## config.mk

```make
export PLATFORM = sky130hd
export DESIGN_NAME = acqt_preset_timer
export DESIGN_NICKNAME = d
export VERILOG_FILES = /design/src/rtl/acqt_pkg.sv /design/src/rtl/acqt_sec_counter.sv /design/src/rtl/acqt_byte_reader.sv /design/src/rtl/acqt_preset_timer.sv
export SDC_FILE = /design/constraint.sdc
export NUM_CORES = 1
export LEC_CHECK = 0
export ABC_AREA = 1
export BUFFER_PORTS_ARGS = -buffer_cell sky130_fd_sc_hd__buf_2
export CAP_MARGIN = 20
export CORE_UTILIZATION = 62
export CTS_CLUSTER_SIZE = 10
export DETAILED_ROUTE_END_ITERATION = 7
export PLACE_DENSITY_LB_ADDON = 0.3
export SLEW_MARGIN = 20
export SYNTH_ARGS = -nofsm -noshare
export SYNTH_HDL_FRONTEND = slang
export SYNTH_SLANG_ARGS = --single-unit
```

## constraint.sdc

```tcl
create_clock -name clk -period 2.2 [get_ports clk]
set_input_delay 0.44 -clock clk [delete_from_list [all_inputs] [get_ports clk]]
set_output_delay 0.44 -clock clk [all_outputs]
set_load 0.005 [all_outputs]
```

## src/rtl/acqt_pkg.sv

```systemverilog
package acqt_pkg;
   localparam int BYTE_W  = 8;
   localparam int CNT_W   = 2 * BYTE_W;
   localparam int NCHAN   = 2;
   localparam int CH_REAL = 0;
   localparam int CH_LIVE = 1;

   typedef enum logic {
      SRC_REAL = 1'b0,
      SRC_LIVE = 1'b1
   } src_e;
endpackage

```

## src/rtl/acqt_sec_counter.sv

```systemverilog
module acqt_sec_counter #(
   parameter int unsigned TICK_DIV = 50_000_000,
   parameter int unsigned CNT_W    = 16
) (
   input  logic             clk,
   input  logic             rst_n,
   input  logic             clr,
   input  logic             en,
   output logic [CNT_W-1:0] sec_q
);
   localparam int unsigned PRE_W = (TICK_DIV > 1) ? $clog2(TICK_DIV) : 1;
   localparam logic [PRE_W-1:0] PRE_LAST = PRE_W'(TICK_DIV - 1);

   initial assert (TICK_DIV >= 2) else $error("TICK_DIV must be at least 2");
   initial assert (CNT_W >= 1) else $error("CNT_W must be positive");

   logic [PRE_W-1:0] pre_q;

   always_ff @(posedge clk or negedge rst_n) begin
      if (!rst_n) begin
         pre_q <= '0;
         sec_q <= '0;
      end else if (clr) begin
         pre_q <= '0;
         sec_q <= '0;
      end else if (en) begin
         if (pre_q == PRE_LAST) begin
            pre_q <= '0;
            sec_q <= sec_q + 1'b1;
         end else begin
            pre_q <= pre_q + 1'b1;
         end
      end
   end

   // a gated-off counter holds its value
   a_r5_frozen: assert property (@(posedge clk) disable iff (!rst_n)
      !en && !clr |=> $stable(sec_q));

   // never more than one second credited per edge
   a_r3_single_step: assert property (@(posedge clk) disable iff (!rst_n)
      !clr |=> (CNT_W'(sec_q - $past(sec_q)) <= CNT_W'(1)));
endmodule

```

## src/rtl/acqt_byte_reader.sv

```systemverilog
module acqt_byte_reader
   import acqt_pkg::*;
(
   input  logic              clk,
   input  logic              rst_n,
   input  logic              req,
   input  logic              sel,
   input  logic              hi,
   input  logic [CNT_W-1:0]  real_cnt,
   input  logic [CNT_W-1:0]  live_cnt,
   output logic [BYTE_W-1:0] rd_data
);
   logic [CNT_W-1:0]  pick;
   logic [BYTE_W-1:0] hi_latch_q;

   assign pick = sel ? live_cnt : real_cnt;

   always_ff @(posedge clk or negedge rst_n) begin
      if (!rst_n) begin
         rd_data    <= '0;
         hi_latch_q <= '0;
      end else if (req) begin
         if (hi) begin
            rd_data <= hi_latch_q;
         end else begin
            rd_data    <= pick[BYTE_W-1:0];
            hi_latch_q <= pick[CNT_W-1:BYTE_W];
         end
      end
   end

   // output byte changes only in response to a request
   a_r9_rd_only_on_req: assert property (@(posedge clk) disable iff (!rst_n)
      !req |=> $stable(rd_data));
endmodule

```

## src/rtl/acqt_preset_timer.sv

```systemverilog
module acqt_preset_timer
   import acqt_pkg::*;
#(
   parameter int unsigned TICK_DIV = 50_000_000
) (
   input  logic              clk,
   input  logic              rst_n,
   input  logic              run_start,
   input  logic              stop_clear,
   input  logic              busy,
   input  logic              preset_wr,
   input  logic              preset_live,
   input  logic [CNT_W-1:0]  preset_val,
   input  logic              rd_req,
   input  logic              rd_sel,
   input  logic              rd_hi,
   output logic [BYTE_W-1:0] rd_data,
   output logic              running,
   output logic              stop_flag
);
   logic [NCHAN-1:0] chan_en;
   logic [CNT_W-1:0] sec_q [NCHAN];
   logic [CNT_W-1:0] preset_q;
   src_e             src_q;
   logic [CNT_W-1:0] cmp_cnt;
   logic             hit;

   assign chan_en[CH_REAL] = running;
   assign chan_en[CH_LIVE] = running & ~busy;

   for (genvar c = 0; c < NCHAN; c++) begin : g_ch
      acqt_sec_counter #(
         .TICK_DIV (TICK_DIV),
         .CNT_W    (CNT_W)
      ) u_cnt (
         .clk   (clk),
         .rst_n (rst_n),
         .clr   (run_start),
         .en    (chan_en[c]),
         .sec_q (sec_q[c])
      );
   end

   always_ff @(posedge clk or negedge rst_n) begin
      if (!rst_n) begin
         preset_q <= '0;
         src_q    <= SRC_REAL;
      end else if (preset_wr) begin
         preset_q <= preset_val;
         src_q    <= src_e'(preset_live);
      end
   end

   assign cmp_cnt = (src_q == SRC_LIVE) ? sec_q[CH_LIVE] : sec_q[CH_REAL];
   assign hit     = (preset_q != '0) && (cmp_cnt >= preset_q);

   always_ff @(posedge clk or negedge rst_n) begin
      if (!rst_n) begin
         running   <= 1'b0;
         stop_flag <= 1'b0;
      end else if (run_start) begin
         running   <= 1'b1;
         stop_flag <= 1'b0;
      end else if (running && hit) begin
         running   <= 1'b0;
         stop_flag <= 1'b1;
      end else if (stop_clear) begin
         stop_flag <= 1'b0;
      end
   end

   acqt_byte_reader u_rd (
      .clk      (clk),
      .rst_n    (rst_n),
      .req      (rd_req),
      .sel      (rd_sel),
      .hi       (rd_hi),
      .real_cnt (sec_q[CH_REAL]),
      .live_cnt (sec_q[CH_LIVE]),
      .rd_data  (rd_data)
   );

   // live time can never exceed real time
   a_r4_live_le_real: assert property (@(posedge clk) disable iff (!rst_n)
      sec_q[CH_LIVE] <= sec_q[CH_REAL]);

   // a stopped run is not running
   a_r6_stop_idle: assert property (@(posedge clk) disable iff (!rst_n)
      stop_flag |-> !running);

   // stop only rises out of a running state
   a_r6_rise_from_run: assert property (@(posedge clk) disable iff (!rst_n)
      $rose(stop_flag) |-> $past(running));

   // stop flag is sticky
   a_r7_stop_hold: assert property (@(posedge clk) disable iff (!rst_n)
      stop_flag && !stop_clear && !run_start |=> stop_flag);

   // zero preset never ends a run
   a_r8_zero_no_stop: assert property (@(posedge clk) disable iff (!rst_n)
      running && (preset_q == '0) |=> running);
endmodule

```

Word level (Yosys, flattened, before mapping)
Index checks and enable logic that the tools add are counted.

Logic and storage cells: 52. Input bits: 26. Register bits: 119. Output and inout port bits: 10.

Reductions and logical operators: 12. Bitwise operators: 3. Order comparisons: 1. Mux-type cells: 20. Equality and inequality tests: 2. $add $sub $neg: 4.

Operator list (number): $mux W26 (6); $mux W16 (8); $add A26 B1 Y26 const B (2); $eq A26 B26 Y1 const B (2); $add A16 B1 Y16 const B (2); $ge A16 B16 Y1 (1); $reduce_bool A16 Y1 (1); $reduce_bool A2 Y1 (5); $mux W8 (1); $reduce_and A2 Y1 (3); $mux W1 (5); $reduce_bool A3 Y1 (1); $logic_and A1 B1 Y1 (2); $not A1 Y1 (2); $and A1 B1 Y1 (1).

Depth between registers and ports, before layout
Depth after elaboration: 6. Depth in mapped cells: 15. Depth with buffers taken out: 15.

Hierarchy
A second synthesis with hierarchy kept.

Cell total of the unflattened synthesis: 1153. Area, all modules: 7845.0 µm².

By module, submodules not included: acqt_sec_counter (area an instance 2772.7 µm², seq. area each 1051.0 µm², times used 2, cells each 410); acqt_preset_timer (area an instance 1347.5 µm², seq. area each 475.5 µm², times used 1, cells each 187); acqt_byte_reader (area an instance 952.2 µm², seq. area each 400.4 µm², times used 1, cells each 146).

Worst setup path before layout
No wires, ideal clock.

Path type: flip-flop to flip-flop. Start point: reg src_q. End point: reg stop_flag. Cell stages (with the launch flop): 14. Data required time: 2.084 ns. Clock period less this slack: 1.692 ns. Path buffers: 1. Arrival time: 1.576 ns. Setup slack: 0.508 ns. Library setup time: 0.116 ns. Cell sequence: dfrtp_1 > clkbuf_1 > nand2_1 > o21ai_0 > ha_1 > nand2_1 > nor2_1 > and2_1 > nor2_1 > nand2_1 > nand2_1 > nand2_1 > nand2_1 > nand2_1.

Longest elaborated chain between the ends: 6. Elaborated cells on any way between the ends: 7. Those cells by class: order compare: 1; mux: 3; reduce/logical: 3.

RTL lines: start, declared (line acqt_preset_timer.sv:24) `src_e src_q;`; start signal, assigned (line acqt_preset_timer.sv:50) `src_q <= src_e'(preset_live);`; $mux W16 (*) (line acqt_preset_timer.sv:54) `assign cmp_cnt = (src_q == SRC_LIVE) ? sec_q[CH_LIVE] : sec_q[CH_REAL];`; $ge A16 B16 Y1 (*) (line acqt_preset_timer.sv:55) `assign hit = (preset_q != '0) && (cmp_cnt >= preset_q);`; $logic_and A1 B1 Y1 (*) (line acqt_preset_timer.sv:55); $logic_and A1 B1 Y1 (*) (line acqt_preset_timer.sv:64) `end else if (running && hit) begin`; $mux W1 (line acqt_preset_timer.sv:64); $mux W1 (line acqt_preset_timer.sv:61) `end else if (run_start) begin`; end signal, assigned (line acqt_preset_timer.sv:60) `stop_flag <= 1'b0;`; end signal, assigned (line acqt_preset_timer.sv:63) `stop_flag <= 1'b0;`; end signal, assigned (line acqt_preset_timer.sv:66) `stop_flag <= 1'b1;`; end, declared (line acqt_preset_timer.sv:19) `output logic stop_flag`.

Every way passes the cells marked *; elsewhere a longest branch is shown, timed or not. A chain may end at the register's enable or synchronous reset.

Worst setup path after layout
Ends and elaborated chain as after synthesis.

==> reports/qor.yml <==
drt_iter0_drc: 886
power_per_cell_area_mw_per_mm2: 672
post-route-drc-count: 1
io_pins: 36
skew_ps: 11.6
fin_crit_ps: 1980
swShare_pct: 24.8
grt_first_pass_wirelength_um: 32200
synth_edf_count: 0
drt-total-wl_um: 18900
rsz0062_at_grt: "false"
synth.area.top_cells: "dfrtp_1, nand2_1, nor2_1, inv_1, o21ai_0"
vdd_drop_max_mv: 0.633
numCtsBuffers: 17
hold_buffers: 0
ys_async_sr_fraction_pct: 100
finalMaxSlewViolations: 0
gp_congestion: 0.969
fin_crit_sh_pct: 90.1
dpl_cell_area_mm2: 0.00787
r2r-start: "src_q"
first_global_vias: 6857
final_cell_area_mm2: 0.00845
dieHeight_um: 112
totalNegativeSetupSlack_ps: 0
grt_max_degree: 72
maxCapViolations: 0
cts.sinks: 119
synth_nets: 1134
max_stage_delay_ps: 430
cp-end-kind: "flop"
rows: 39
initial_core_util_pct: 64.4
synth_flop_cell: "dfrtp_1"
comb_power_share_pct: 9.6
clk_latency_ps: 420
p_clk_share_pct: 48.2
hold_ws_ps: 4.58
synth_top_area_share_pct: 39.8
area_growth_pct: 13.0
wl_per_cell_um: 14.6
start_kind: "flop"
yosysSeqAreaShare_pct: 39.8
drtPass1Iterations: 8
gr-total-overflow: 0
synth_largest_area_cell: "dfrtp_1"
post-place-ws_ps: 269
ys_ff_latch: 119
antenna_left: 0
grt_use_total_pct: 32.5
ys_top_cells_by_count: "nand2_1, nor2_1, dfrtp_1"
cts_setup_buffers: 0
failed_checks: "design-rule violations"
clkTransAtPathRegs_ps: 50
pwr-share-seq_pct: 42.2
cts_resized: 0
vias: 7302
p_leak_nw: 3.96
dieArea_mm2: 0.0125
worstSetupPathType: "flop to flop"
drt-vias-per-instance: 5.65
synth_area_mm2: 0.00748
antenna_found_initial: 0
tritoncts: "built"
tightest_slew_ps: 545
relSlewSlack_pct: 63.6
fp.coreArea_mm2: 0.0116
nFillCells: 937
hold_path.class: "primary input to asynchronous set/reset pin"
cp_common_cell: "nand2_1"
cts-htree-levels: 4
worstPathRequired_ps: 2510
clock_path_buffers: 2
port_buffers: 35
avgSynthCellArea_um2: 6.88
slowest_stage: "dfrtp_1"
startpoint: "src_q"
cts_root_buf: "clkbuf_16"
setup-violations-final: 0
syn_inst: 1088
cp.arrival_ps: 2290
internal_power_mw: 4.27
report.final.hold_viol_count: 0
yosysWarningCount: 0
final_cells: 1292
max_freq_mhz: 505
hpwl_um: 13300
finalWorstSetupSlack_ps: 219
layout-drive-gt1-share_pct: 9.57
path_cells: "inv_1, o21ai_0, ha_1, nand2_1, nor2_1, and2_1, nor2_1, nand2_1, nand2_1, nand2_1, nand2_1, nand2_1"
crit_fanout: 9
power_mw: 5.68
p_switching_mw: 1.41
outcome: "complete, but fails checks"
num-nets-final: 1182
fin_util_pct: 72.8
placedCellCount: 1260
antenna_cells: 0
die_x_um: 112
synth_cell_type_count: 37
synth.most_common_cell: "nand2_1"
==> registers in the layout, summed over array words and instances, names as in the netlist <==
register and flops:
g_ch.u_cnt.pre_q 52, g_ch.u_cnt.sec_q 32, preset_q 16, u_rd.hi_latch_q 8, u_rd.rd_data 8, running 1
src_q 1, stop_flag 1
==> cell families after synthesis <==
group,count (synthesis),share of synthesized area (%)
AO/OA/AOI/OAI,140,10.2
XOR/XNOR,23,2.69
adder cells (fa/ha/maj),20,3.34
buffers and inverters,149,8.38
flip-flops,119,39.8
AND/OR/NAND/NOR,637,35.5
==> power by group through the flow <==
stage                     registers, mW  logic, mW  clock network, mW
after floorplan                    2.41      0.350                  0
after global placement             2.42      0.515                  0
after detailed placement           2.43      0.532                  0
after CTS                          2.40      0.545               2.77
after global routing               2.41      0.619               2.86
final                              2.40      0.543               2.74
==> critical path, delay by kind of cell (launching register included) <==
kind	cells	cell delay, ps
adder cells (fa/ha/maj)	1	320
AND/OR/NAND/NOR	9	630
buffers and inverters	1	170
AO/OA/AOI/OAI	1	340
flip-flops	1	430
==> layer usage <==
metal / share of wire, % / global-route usage, % / up-vias
met2: 46 / 51.9 / 295
met4: 1.7 / 10.1 / 0
met5: 0 / 0 / -
met1: 45 / 44.2 / 3372
li1: - / - / 3597
met3: 7.6 / 7.51 / 38
==> area by class of cell <==
type	instances	area [µm²]	area share (%)
multi-input cells	820	3880	45.9
flip-flops and latches	119	2980	35.2
clock buffers	24	492	5.82
inverters	122	458	5.42
repair buffers	56	373	4.41
well taps	143	179	2.12
clock inverters	8	95.1	1.12
==> placed cells by master (no fill, tap or decap), types with 2 or more instances in the layout <==
cell type / count
nand2_2: 8
clkbuf_16: 17
o21ai_1: 9
nor4_1: 2
inv_2: 3
o22ai_1: 2
inv_1: 118
nand4_1: 29
nand2_1: 337
dfrtp_1: 119
o21bai_1: 3
buf_2: 34
xnor2_1: 2
buf_12: 3
and2_1: 2
bufinv_16: 2
o221ai_1: 8
clkinv_2: 4
clkbuf_1: 3
buf_4: 19
a21oi_1: 36
o21ai_0: 77
nor2_2: 4
nor2_4: 2
ha_1: 20
xor2_1: 21
nor3_1: 23
o21ai_2: 2
nand3_1: 69
nor2_1: 155
or2_2: 2
clkinvlp_4: 2
clkbuf_8: 4
==> path summary, 6_finish.rpt <==
check	end	slack (ps)	cells after the start
setup reg to reg	stop_flag	220	12
min in group clk	preset_q[3]	230	3
hold / removal	g_ch[1].u_cnt.sec_q[6]	5	2
setup / recovery	stop_flag	220	12
hold reg to reg	stop_flag	490	2
max in group asynchronous	preset_q[8]	1830	2
Power figures use the tool's default switching activity.
